==> src/rtl/npc_pkg.sv <==
package npc_pkg;

    parameter int ADDR_W   = 32;
    parameter int INSTR_W  = 32;
    parameter int OFF_W    = 16;
    parameter int IDX_W    = 26;
    localparam int ALIGN_W  = 2;
    localparam int REGION_W = ADDR_W - IDX_W - ALIGN_W;
    localparam int SEXT_W   = ADDR_W - OFF_W - ALIGN_W;

    typedef logic [ADDR_W-1:0] addr_t;

    typedef enum logic [1:0] {
        SRC_SEQ    = 2'd0,
        SRC_BRANCH = 2'd1,
        SRC_JUMP   = 2'd2
    } npc_src_e;

    typedef struct packed {
        addr_t seq;
        addr_t branch;
        addr_t jump;
    } npc_targets_t;

    function automatic addr_t word_offset(input logic [OFF_W-1:0] off);
        return {{SEXT_W{off[OFF_W-1]}}, off, {ALIGN_W{1'b0}}};
    endfunction

    function automatic addr_t region_target(input addr_t base,
                                            input logic [IDX_W-1:0] idx);
        return {base[ADDR_W-1 -: REGION_W], idx, {ALIGN_W{1'b0}}};
    endfunction

endpackage

==> src/rtl/npc_target_calc.sv <==
module npc_target_calc
    import npc_pkg::*;
(
    input  addr_t                 pc_i,
    input  logic [INSTR_W-1:0]    instr_i,
    output npc_targets_t          tgt_o
);
    localparam addr_t STEP = addr_t'(4);

    addr_t seq_addr;
    logic  unused_opcode;

    assign seq_addr      = pc_i + STEP;
    assign unused_opcode = ^instr_i[INSTR_W-1:IDX_W];

    always_comb begin
        tgt_o.seq    = seq_addr;
        tgt_o.branch = seq_addr + word_offset(instr_i[OFF_W-1:0]);
        tgt_o.jump   = region_target(seq_addr, instr_i[IDX_W-1:0]);
    end
endmodule

==> src/rtl/npc_select.sv <==
module npc_select
    import npc_pkg::*;
(
    input  npc_targets_t tgt_i,
    input  logic         br_en_i,
    input  logic         alu_zero_i,
    input  logic         jmp_en_i,
    output addr_t        next_o,
    output npc_src_e     src_o
);
    logic  take_branch;
    addr_t stage1;

    assign take_branch = br_en_i & alu_zero_i;

    // First mux: sequential vs branch
    assign stage1 = take_branch ? tgt_i.branch : tgt_i.seq;
    // Second mux: jump overrides stage one
    assign next_o = jmp_en_i ? tgt_i.jump : stage1;

    always_comb begin
        if (jmp_en_i)         src_o = SRC_JUMP;
        else if (take_branch) src_o = SRC_BRANCH;
        else                  src_o = SRC_SEQ;
    end
endmodule

==> src/rtl/npc_unit.sv <==
module npc_unit
    import npc_pkg::*;
#(
    parameter logic [31:0] RESET_PC = 32'h0000_0000
) (
    input  logic        clk,
    input  logic        rst,
    input  logic [31:0] instr_i,
    input  logic        alu_zero_i,
    input  logic        br_en_i,
    input  logic        jmp_en_i,
    output logic [31:0] pc_o,
    output logic [31:0] next_pc_o
);
    addr_t        pc_q;
    addr_t        next_pc;
    npc_targets_t tgts;
    npc_src_e     src;

    npc_target_calc u_calc (
        .pc_i    (pc_q),
        .instr_i (instr_i),
        .tgt_o   (tgts)
    );

    npc_select u_sel (
        .tgt_i      (tgts),
        .br_en_i    (br_en_i),
        .alu_zero_i (alu_zero_i),
        .jmp_en_i   (jmp_en_i),
        .next_o     (next_pc),
        .src_o      (src)
    );

    always_ff @(posedge clk) begin
        if (rst) pc_q <= RESET_PC;
        else     pc_q <= next_pc;
    end

    assign pc_o      = pc_q;
    assign next_pc_o = next_pc;

    p_reset_r1: assert property (@(posedge clk) rst |=> pc_q == RESET_PC);

    p_seq_step_r2: assert property (@(posedge clk) disable iff (rst)
        (!jmp_en_i && !(br_en_i && alu_zero_i)) |=> pc_q == $past(pc_q) + 32'd4);

    p_branch_delta_r3: assert property (@(posedge clk) disable iff (rst)
        (br_en_i && alu_zero_i && !jmp_en_i) |=>
        (pc_q - $past(pc_q) - 32'd4) ==
        {{14{$past(instr_i[15])}}, $past(instr_i[15:0]), 2'b00});

    p_jump_fields_r6: assert property (@(posedge clk) disable iff (rst)
        jmp_en_i |=> (pc_q[27:0] == {$past(instr_i[25:0]), 2'b00}) &&
                     (pc_q[31:28] == $past(tgts.seq[31:28])));

    p_jump_wins_r7: assert property (@(posedge clk) disable iff (rst)
        jmp_en_i |-> src == SRC_JUMP);

    p_lookahead_r8: assert property (@(posedge clk) disable iff (rst)
        1'b1 |=> pc_q == $past(next_pc_o));
endmodule

==> config.mk <==
export PLATFORM = sky130hd
export DESIGN_NAME = npc_unit
export DESIGN_NICKNAME = d
export VERILOG_FILES = /design/src/rtl/npc_pkg.sv /design/src/rtl/npc_target_calc.sv /design/src/rtl/npc_select.sv /design/src/rtl/npc_unit.sv
export SDC_FILE = /design/constraint.sdc
export NUM_CORES = 1
export LEC_CHECK = 0
export BUFFER_PORTS_ARGS = -buffer_cell sky130_fd_sc_hd__buf_2
export CORE_UTILIZATION = 59
export DETAILED_ROUTE_END_ITERATION = 7
export PLACE_DENSITY = 0.88
export SKIP_LAST_GASP = 1
export SLEW_MARGIN = 40
export SYNTH_ARGS = -nofsm -noshare
export SYNTH_HDL_FRONTEND = slang
export SYNTH_SLANG_ARGS = --single-unit
==> constraint.sdc <==
create_clock -name clk -period 7.34 [get_ports clk]
set_clock_uncertainty 0.2 [all_clocks]
set_input_delay 0.367 -clock clk [delete_from_list [all_inputs] [get_ports clk]]
set_output_delay 0.367 -clock clk [all_outputs]
set_load 0.1 [all_outputs]
* Yosys cells after proc, flatten, opt, wreduce, memory -nomap -nowiden
Cells that the tools add are included.
** Storage, ports and cells
- Word-level logic and storage cells :: 6
- Input bits :: 37
- Output and inout port bits :: 64
- Register bits :: 32
** Cells by class
- Mux-type cells :: 2
- Add/sub/neg operators :: 2
- Bitwise operators :: 1
** Operators by type and width (number)
- $mux 32 :: 2
- $add 32x3->32 const B :: 1
- $add 32x32->32 :: 1
- $and 1x1->1 :: 1

* Logic depth before layout (Yosys ltp)
Gate-level depths: netlist of the first run.
- Word-level depth :: 4
- Mapped depth :: 17
- Depth with buffers taken out :: 16

* Hierarchy
From an unflattened synthesis of the first run, not the netlist that was laid out.
** Unflattened totals
- Cells, all modules :: 550
- Area, all modules :: 4374.2 µm²
** By module, submodules not included
- npc_target_calc :: instances 1, cells each 331, seq. area each 0.0 µm², area each 2351.0 µm²
- npc_select :: instances 1, cells each 152, seq. area each 0.0 µm², area each 1159.9 µm²
- npc_unit :: instances 1, cells each 67, seq. area each 640.6 µm², area each 863.3 µm²

* Worst setup path after synthesis of the first run
No wires, ideal clock.
- Kind :: register to register
- Start :: register pc_q[4], in the netlist pc_o[4]
- End :: register pc_q[15], in the netlist pc_o[15]
- Cell stages (with the launch flop) :: 13
- Period minus slack after synthesis :: 6.151 ns
- Required time :: 7.068 ns
- Arrival time :: 5.879 ns
- Path buffers :: 0
- Library setup time :: 0.072 ns
- Slack :: 1.189 ns
- Cells stage by stage :: dfxtp_1 -> nand4_4 -> or2_2 -> xnor2_1 -> ha_1 -> a211o_1 -> o211ai_1 -> a21oi_1 -> or2_2 -> a31oi_1 -> xor2_1 -> a221oi_1 -> and2_1
** Between the ends
- Cells in the longest elaborated chain, start to end :: 4
** RTL lines
- from (decl) :: line npc_unit.sv:15 : addr_t pc_q;
- from (signal assigned) :: line npc_unit.sv:37 : else pc_q <= next_pc;
- $add 32x3->32 * :: line npc_target_calc.sv:13 : assign seq_addr = pc_i + STEP;
- $add 32x32->32 :: line npc_target_calc.sv:18 : tgt_o.branch = seq_addr + word_offset(instr_i[OFF_W-1:0]);
- $mux 32 * :: line npc_select.sv:17 : assign stage1 = take_branch ? tgt_i.branch : tgt_i.seq;
- $mux 32 * :: line npc_select.sv:19 : assign next_o = jmp_en_i ? tgt_i.jump : stage1;
- named net next_pc_o[15] :: line npc_unit.sv:13 : output logic [31:0] next_pc_o
The timed path passes the listed nets; every way through them passes the cells marked *.
A chain may end at the register's enable or synchronous reset.

* Worst setup path in the final report of the first run
- Start :: register pc_q[2], in the netlist pc_o[2]
- End :: output next_pc_o[26]
** Between the ends
- Cells in the longest elaborated chain, start to end :: 4
** RTL lines (line)
- $add 32x3->32 * :: npc_target_calc.sv:13
- $add 32x32->32 :: npc_target_calc.sv:18
- $mux 32 * :: npc_select.sv:17
- $mux 32 * :: npc_select.sv:19
- to (decl) :: npc_unit.sv:13
Mark *: on every way between the ends. The rest lies on a longest branch, timed or not.

==> flow_summary.ini, run 1 <==
[status]
status = finished, final reports clean

[sta]
final_hold_viol_count = 0
rsz0062_at_grt = false
slew_violations = 0
max-slew-margin-rel_pct = 40.9
setup_viol = 0
final.setup.tns_ns = 0
fmax_mhz = 189
worstMarginPinSlew_ns = 0.885
fin_crit_ns = 5.29
finalCritPeriodShare_pct = 72.0

[synthesis]
synth_ff_type = dfxtp_1
synth_nets = 586
async_reset_ff_share_pct = 0
ys_seq_area_share_pct = 16.6
synth-compound-area-share_pct = 27.5
synth_commonest_cells = nor2_1, a21oi_1, ha_1
synth_warnings = 0
syn_inst = 511
yosys.cell_count.top_type = nor2_1
synth_top_area_share_pct = 16.6
synth-seq-cells = 32
synth_top_family_by_area = compound AO/OA/AOI/OAI gates
synthAdderAreaFrac_pct = 12.5
synth.mux.area_fraction_pct = 3.37
synth-xor-area-share_pct = 10.9
synth_simple_gate_area_share_pct = 24.3
ys_types = 60
synth_edf_count = 0
avgSynthCellArea_um2 = 7.56
yosysTopAreaCell = dfxtp_1
ys_top_cells_by_area = dfxtp_1, ha_1, xnor2_1
netlist_area_um2 = 3860

[detailed_routing]
ant_nets = 0
drt-initial-drc-count = 268
wire_per_inst_um = 17.6
dr.pass1.iters = 5
via_per_inst = 6.43
route.detailed.drc = 0
via_count = 4302
drt-total-wl_um = 11800

[cells_and_area]
finalInstanceArea_um2 = 4450
largest_reg_flops = 32
drive_gt1_share_pct = 20.9
fin_nets = 666
fin_cells = 669
syn2layout_area_growth_pct = 15.3
antennaDiodeCount = 0

[clock_tree]
postCtsSetupRepairBufs = 0
ctsHtreeMaxLevel = 2
root_buffer = clkbuf_8
hold_buffers = 0
cts_sinks = 32
post_cts_resized = 0
cts_buffers = 5
path_clk_slew_ns = 0.08
clkLatencyLatePin_ns = 0.30
cts_tree = built
cts_max_path_buffers = 2

[worst_hold_path]
hold_class = in -> reg
min_path_cells = 3

[floorplanning]
dieArea_um2 = 6870
die_h_um = 82.9
pin_count = 101
fp-row-count = 29
initial_utilization_pct = 60.8
fp.dieW_um = 82.9
coreArea_um2 = 6350

[place]
dpl.cell_count = 661
dpl.hpwl_um = 8910
port_buffers = 94
place_area_um2 = 4340
place.gp.congestion = 0.947

[worst_setup_path]
cpMaxStageDelayCell = or4_1
crit_chain = ha_1, nand3_1, nor3_1, xor2_1, ha_1, nand3_1, or4_1, o211ai_2, a211oi_1, o31ai_1, mux2_2, nor2_1, buf_2
crit_required_ns = 6.77
critPathLaunchType = flop
crit_type = reg -> out
endpoint_kind = primary output
rr_worst_depth = 12
cpPeakStageDelay_ns = 0.58
worstPathArrival_ns = 4.72
crit_fanout = 8

[power]
p_per_area_nw_per_um2 = 209
power_uw = 932
power_leakage_uw = 0.00221
ir_worst_vdd_mv = 0.178

[global_route]
grt_start_max_net_pins = 63
grt_overflow = 0
grt_pass1_wl_um = 19000
grt_util_all_layers_pct = 33.9
antenna_found_initial = 0
grt_pass1_vias = 3944

[flow_run]
maxCapViolCount = 0
cell families after synthesis:
group           after synthesis
flops                        32
simple gates                177
xor+xnor                     47
compound gates              160
buf+inv                      45
mux                          12
fa+ha+maj                    38
layout make-up:
| cell class | count | area (um^2) |
|---|---|---|
| tap | 77 | 96.3 |
| multi-input combinational | 434 | 3040 |
| inverter | 22 | 82.6 |
| clock buffer | 5 | 68.8 |
| fill | 495 | 1900 |
| sequential | 32 | 641 |
| clock inverter | 3 | 42.5 |
| timing repair buffer | 96 | 485 |
layout by cell type, fill, tap and decap left out, drive strengths merged, types with 18 or more instances in the layout:
master   n
nand2   29
ha      37
a21o    27
xnor2   32
a211oi  22
a21oi   43
dfxtp   32
nand3   18
buf     96
nor2    47
inv     22
and2    18
o21ai   29
critical path: cells and delay by family, from the launching register on:
family	cells	cell delay [ns]
and+or+nand+nor	5	1.44
buffers and inverters	1	0.43
adders and majority gates	2	0.78
AOI/OAI and AO/OA	3	0.65
xor gates and xnor gates	1	0.17
DFF	1	0.53
muxes	1	0.41
per-stage QoR:
step / util, % / hold WS [ns] / setup WS [ns]
final: 70.1 / 0.156 / 2.05
after global routing: 70.1 / 0.179 / 1.81
after CTS: 70.1 / 0.156 / 2.12
after detailed placement: 68.4 / 0.405 / 2.50
after global placement: 68.4 / 0.391 / 2.55
after floorplan: - / 0.245 / 1.19
worst paths after layout:
kind                            from             endpoint  slack, ns
hold reg to reg   pc_o[1]$_SDFF_PP0_   pc_o[1]$_SDFF_PP0_       0.43
setup / recovery  pc_o[2]$_SDFF_PP0_        next_pc_o[26]       2.05
setup reg to reg  pc_o[2]$_SDFF_PP0_  pc_o[26]$_SDFF_PP0_       3.00
hold / removal           instr_i[22]  pc_o[24]$_SDFF_PP0_       0.16
per-layer routing:
metal | GRT usage (%) | up-vias | part of all wire (%)
li1 | - | 2022 | -
met1 | 42.3 | 1983 | 41
met2 | 57.2 | 253 | 48
met3 | 5.27 | 44 | 7.5
met4 | 15.7 | 0 | 4.0
met5 | 0 | - | 0
power breakdown:
part / total (uW) / internal [uW] / switching, uW
Combinational: 547 / 135 / 412
Sequential: 207 / 187 / 20.0
Clock: 178 / 101 / 77.5
Power figures use the tool's default switching activity.
==> run 2, diff against run 1 <==
--- a/config.mk
+++ b/config.mk
@@ -5,10 +5,11 @@
 export SDC_FILE = /design/constraint.sdc
 export NUM_CORES = 1
 export LEC_CHECK = 0
+export ABC_AREA = 1
 export BUFFER_PORTS_ARGS = -buffer_cell sky130_fd_sc_hd__buf_2
-export CORE_UTILIZATION = 59
+export CORE_UTILIZATION = 57
 export DETAILED_ROUTE_END_ITERATION = 7
-export PLACE_DENSITY = 0.88
+export PLACE_DENSITY = 0.83
 export SKIP_LAST_GASP = 1
 export SLEW_MARGIN = 40
 export SYNTH_ARGS = -nofsm -noshare
==> constraint.sdc (replaced) <==
create_clock -name clk -period 5.12 [get_ports clk]
set_clock_uncertainty 0.2 [all_clocks]
set_input_delay 0.256 -clock clk [delete_from_list [all_inputs] [get_ports clk]]
set_output_delay 0.256 -clock clk [all_outputs]
set_load 0.1 [all_outputs]
==> run 2 against run 1 <==
Against the previous run: worst setup slack got worse by 1.4 ns; non-clock buffer count down 1; wire length rose by 26%; sequential power increased by 42%; flip-flop and latch count unchanged; final cell count increased by 63%; highest routed layer unchanged.
==> flow_summary.ini, run 2 <==
[floorplanning]
coreArea_um2 = 8180
die_h_um = 93.5
initial_utilization_pct = 58.4
fp-row-count = 33
pin_count = 101
fp.dieW_um = 93.5
dieArea_um2 = 8740

[worst_setup_path]
critPathLaunchType = flop
crit_fanout = 8
crit_required_ns = 4.66
worstPathArrival_ns = 3.99
endpoint_kind = primary output
crit_type = reg -> out
rr_worst_depth = 18

[clock_tree]
postCtsSetupRepairBufs = 0
cts_max_path_buffers = 2
cts_tree = built
path_clk_slew_ns = 0.08
post_cts_resized = 0
cts_buffers = 5
ctsHtreeMaxLevel = 2
clkLatencyLatePin_ns = 0.29
cts_sinks = 32
hold_buffers = 0
root_buffer = clkbuf_8

[worst_hold_path]
min_path_cells = 3
hold_class = in -> reg

[sta]
fin_crit_ns = 4.44
rsz0062_at_grt = false
slew_violations = 0
finalCritPeriodShare_pct = 86.7
final_hold_viol_count = 0
setup_viol = 0
worstMarginPinSlew_ns = 0.847
final.setup.tns_ns = 0
fmax_mhz = 225
max-slew-margin-rel_pct = 43.5

[detailed_routing]
via_per_inst = 5.15
drt-total-wl_um = 14800
ant_nets = 0
via_count = 5621
drt-initial-drc-count = 386
wire_per_inst_um = 13.5
route.detailed.drc = 0
dr.pass1.iters = 8

[synthesis]
syn_inst = 897
avgSynthCellArea_um2 = 5.32
yosys.cell_count.top_type = nand2_1
synth_warnings = 0
ys_types = 39
ys_seq_area_share_pct = 13.4
yosysTopAreaCell = nand2_1
synth_edf_count = 0
synth_nets = 972
async_reset_ff_share_pct = 0
synth_top_area_share_pct = 26.3
synth_ff_type = dfxtp_1
ys_top_cells_by_area = nand2_1, dfxtp_1, inv_1
netlist_area_um2 = 4770
synth_commonest_cells = nand2_1, inv_1, nor2_1
synth-seq-cells = 32

[global_route]
grt_util_all_layers_pct = 34.0
grt_start_max_net_pins = 36
antenna_found_initial = 0
grt_pass1_vias = 4847
grt_overflow = 0
grt_pass1_wl_um = 23200

[place]
dpl.hpwl_um = 12100
place.gp.congestion = 0.983
port_buffers = 94
place_area_um2 = 5330

[cells_and_area]
finalInstanceArea_um2 = 5440
fin_nets = 1061
antennaDiodeCount = 0
largest_reg_flops = 32
syn2layout_area_growth_pct = 14.0
mostFrequentLayoutCells = nand2_1, inv_1, buf_2
drive_gt1_share_pct = 14.6
layout_commonest_cell = nand2_1

[power]
power_leakage_uw = 0.00331
ir_worst_vdd_mv = 0.194
p_per_area_nw_per_um2 = 242
power_uw = 1310

[status]
status = finished, final reports clean

[flow_run]
maxCapViolCount = 0
-- run 2: changes by cell type after synthesis, moves of 9 or more --
cell	before	now
inv_1	22	157
and3_1	9	0
nand3_1	18	66
o21ai_0	23	14
a21o_1	27	3
and2_1	18	5
or2_2	3	12
nor2_1	47	92
nand2_2	0	10
xnor2_1	31	4
a211oi_1	21	1
nand2_1	29	335
-- run 2: worst max-delay path, stage by stage (launching register included) --
cell	delay [ns]
dfxtp_1	0.57
ha_1	0.34
nand2_2	0.10
nor2_4	0.12
nand2_2	0.12
nor3_2	0.20
xnor2_1	0.14
clkinv_1	0.14
ha_1	0.38
nand2_1	0.12
nor4_1	0.45
nand3_1	0.20
nand2_1	0.11
nand2_1	0.05
nand3_1	0.06
nand2_1	0.10
inv_1	0.07
buf_2	0.42
-- run 2: report_power, final --
part	leakage, uW	total (uW)	internal (uW)	switching, uW
Combinational	0.00299	774	170	604
Sequential	0.000265	293	267	26.4
Clock	0.0000541	248	144	103
Total	0.00331	1310	581	734
-- run 2: worst paths after layout --
path / slack (ns) / from / endpoint
setup reg to reg: 1.49 / pc_o[2]$_SDFF_PP0_ / pc_o[22]$_SDFF_PP0_
setup / recovery: 0.68 / pc_o[2]$_SDFF_PP0_ / next_pc_o[30]
hold / removal: 0.05 / instr_i[19] / pc_o[21]$_SDFF_PP0_
hold reg to reg: 0.25 / pc_o[0]$_SDFF_PP0_ / pc_o[0]$_SDFF_PP0_
-- run 2: area by class of cell --
| cell class | instances | area (um^2) |
|---|---|---|
| multi-input cells | 691 | 3480 |
| fillers | 811 | 2730 |
| flip-flops and latches | 32 | 641 |
| inverters | 161 | 604 |
| repair buffers | 95 | 478 |
| well taps | 105 | 131 |
| clock buffers | 5 | 68.8 |
| clock inverters | 3 | 42.5 |
-- run 2: routing by layer --
layer | global-route usage, % | vias to the layer above | wire length [um]
met2 | 59.6 | 246 | 6930
li1 | - | 2943 | -
met1 | 43.4 | 2403 | 6300
met3 | 4.23 | 29 | 1150
met5 | 0 | - | 0
met4 | 10.1 | 0 | 399
-- run 2: logic make-up after synthesis --
kind of cell / share of synthesized area, %
AND/OR/NAND/NOR: 50.7
flip-flops: 13.4
buffers and inverters: 13.7
AO/OA/AOI/OAI: 8.07
adder cells (fa/ha/maj): 10.1
XOR/XNOR: 3.98
-- run 2: metrics by stage --
step / hold WS [ns] / utilization [%] / instances / setup WS, ns
2_1_floorplan: 0.128 / - / 897 / 0.386
3_3_place_gp: 0.238 / 65.2 / 1084 / 1.06
3_5_place_dp: 0.240 / 65.2 / 1084 / 1.02
4_1_cts: 0.0408 / 66.6 / 1092 / 0.699
5_1_grt: 0.0758 / 66.6 / 1092 / 0.377
6_report: 0.0456 / 66.6 / 1092 / 0.679
==> run 3, diff against run 2 <==
--- a/config.mk
+++ b/config.mk
@@ -9,7 +9,7 @@
 export BUFFER_PORTS_ARGS = -buffer_cell sky130_fd_sc_hd__buf_2
 export CORE_UTILIZATION = 57
 export DETAILED_ROUTE_END_ITERATION = 7
-export PLACE_DENSITY = 0.83
+export PLACE_DENSITY = 0.81
 export SKIP_LAST_GASP = 1
 export SLEW_MARGIN = 40
 export SYNTH_ARGS = -nofsm -noshare
==> run 3 against run 2 <==
Against the previous run: the flow now finishes with violations (design-rule violations); clock power increased by 9.3%; sequential share of layout area about the same; via count increased by 1.3%; wire length decreased by 1.7%; design area increased by 0.28%; clock-buffer cell count increased by 2; critical path depth increased by 3; worst setup slack got worse by 0.11 ns; maximum frequency decreased by 2.4%; non-clock buffer count unchanged; final cell count unchanged; die area unchanged.
==> flow_summary.ini, run 3 (synthesized netlist as in run 2, its figures left out) <==
[status]
status = finished, violations left
violations = design-rule violations

[power]
power_leakage_uw = 0.00331
p_comb_share_pct = 57.7
seqPwrFrac_pct = 22.0
switching_share_pct = 54.4
p_sw_uw = 727
pwr-share-clk_pct = 20.3
internal_power_uw = 609
power_uw = 1340
p_per_area_nw_per_um2 = 245
ir_worst_vdd_mv = 0.228

[worst_setup_path]
critPathLaunchType = flop
rr_worst_depth = 19
crit_fanout = 8
crit_type = reg -> out
endpoint_kind = primary output
crit_required_ns = 4.66
worstPathArrival_ns = 4.10

[detailed_routing]
dr.pass1.iters = 7
via_per_inst = 5.21
wire_per_inst_um = 13.3
drt-initial-drc-count = 392
via_count = 5693
route.detailed.drc = 1
drt-total-wl_um = 14500
ant_nets = 0

[clock_tree]
ctsHtreeMaxLevel = 2
cts_sinks = 32
root_buffer = clkbuf_8
postCtsSetupRepairBufs = 0
post_cts_resized = 0
cts_max_path_buffers = 2
clkLatencyLatePin_ns = 0.29
cts_buffers = 5
hold_buffers = 0
cts_tree = built
path_clk_slew_ns = 0.07

[cells_and_area]
largest_reg_flops = 32
layout_commonest_cell = nand2_1
final-seq-area_um2 = 641
syn2layout_area_growth_pct = 14.3
finalInstanceArea_um2 = 5460
drive_gt1_share_pct = 14.6
fillers = 831
fin_nets = 1061
fin_cells = 1092
antennaDiodeCount = 0
mostFrequentLayoutCells = nand2_1, inv_1, buf_2
multiInputGateArea_um2 = 3480

[floorplanning]
initial_utilization_pct = 58.4
dieArea_um2 = 8740
coreArea_um2 = 8180
die_h_um = 93.5
pin_count = 101
fp.dieW_um = 93.5
fp-row-count = 33

[global_route]
grt_start_max_net_pins = 36
grt_pass1_vias = 4919
grt_pass1_wl_um = 22900
antenna_found_initial = 0
grt_overflow = 0
grt_util_all_layers_pct = 33.7

[worst_hold_path]
hold_class = in -> reg
min_path_cells = 3

[sta]
worstMarginPinSlew_ns = 0.764
final.setup.tns_ns = 0
finalCritPeriodShare_pct = 88.9
slew_violations = 0
fin_crit_ns = 4.55
setup_viol = 0
rsz0062_at_grt = false
max-slew-margin-rel_pct = 48.7
fmax_mhz = 220
holdWs_ns = 0.0441
final_hold_viol_count = 0

[place]
place.gp.congestion = 1.01
place_area_um2 = 5330
dpl.hpwl_um = 11900
dpl.cell_count = 1084
port_buffers = 94

[flow_run]
maxCapViolCount = 0
[run 3: worst paths after layout]
| path | start | to | slack (ns) |
|---|---|---|---|
| setup / recovery | pc_o[2]$_SDFF_PP0_ | next_pc_o[19] | 0.57 |
| hold / removal | instr_i[20] | pc_o[22]$_SDFF_PP0_ | 0.04 |
| setup reg to reg | pc_o[2]$_SDFF_PP0_ | pc_o[19]$_SDFF_PP0_ | 1.43 |
| hold reg to reg | pc_o[0]$_SDFF_PP0_ | pc_o[0]$_SDFF_PP0_ | 0.25 |
[run 3: power groups by stage]
stage,Sequential (uW),Clock [uW],Combinational (uW)
after floorplan,421,0,496
after global placement,298,0,760
after detailed placement,298,0,765
after CTS,293,271,768
after global routing,296,285,833
final,294,271,771
[run 3: metrics by stage]
stage	util, %	worst slack, ns
after floorplan	-	0.386
after global placement	65.2	1.05
after global routing	66.8	0.303
after CTS	66.8	0.655
after detailed placement	65.2	0.984
final	66.8	0.568
[run 3: layer usage]
| layer | global-route usage (%) | vias to the layer above | part of all wire (%) |
|---|---|---|---|
| met5 | 0 | - | 0 |
| met2 | 58.6 | 251 | 46 |
| li1 | - | 2944 | - |
| met1 | 43.0 | 2457 | 43 |
| met4 | 11.3 | 0 | 3.6 |
| met3 | 4.07 | 41 | 7.2 |
[run 3: layout make-up]
type / count / area share [%]
Multi-Input combinational cell: 691 / 63.7
Clock inverter: 1 / 0.550
Tap cell: 105 / 2.41
Timing Repair Buffer: 95 / 8.76
Clock buffer: 7 / 1.77
Inverter: 161 / 11.1
Sequential cell: 32 / 11.7
[run 3: worst max-delay path, cell delays in order (launching register included)]
cell      delay, ns
dfxtp_1        0.57
ha_1           0.26
inv_1          0.08
nor2_4         0.17
nand2_2        0.12
nor2_4         0.13
nand2_1        0.11
xor2_1         0.23
inv_1          0.07
ha_1           0.39
nand2_1        0.13
nor2_1         0.22
nand2_1        0.09
nand2_1        0.12
inv_1          0.07
nand3b_1       0.08
nand3_1        0.16
nand2_1        0.10
o21ai_0        0.17
inv_1          0.10
buf_2          0.42
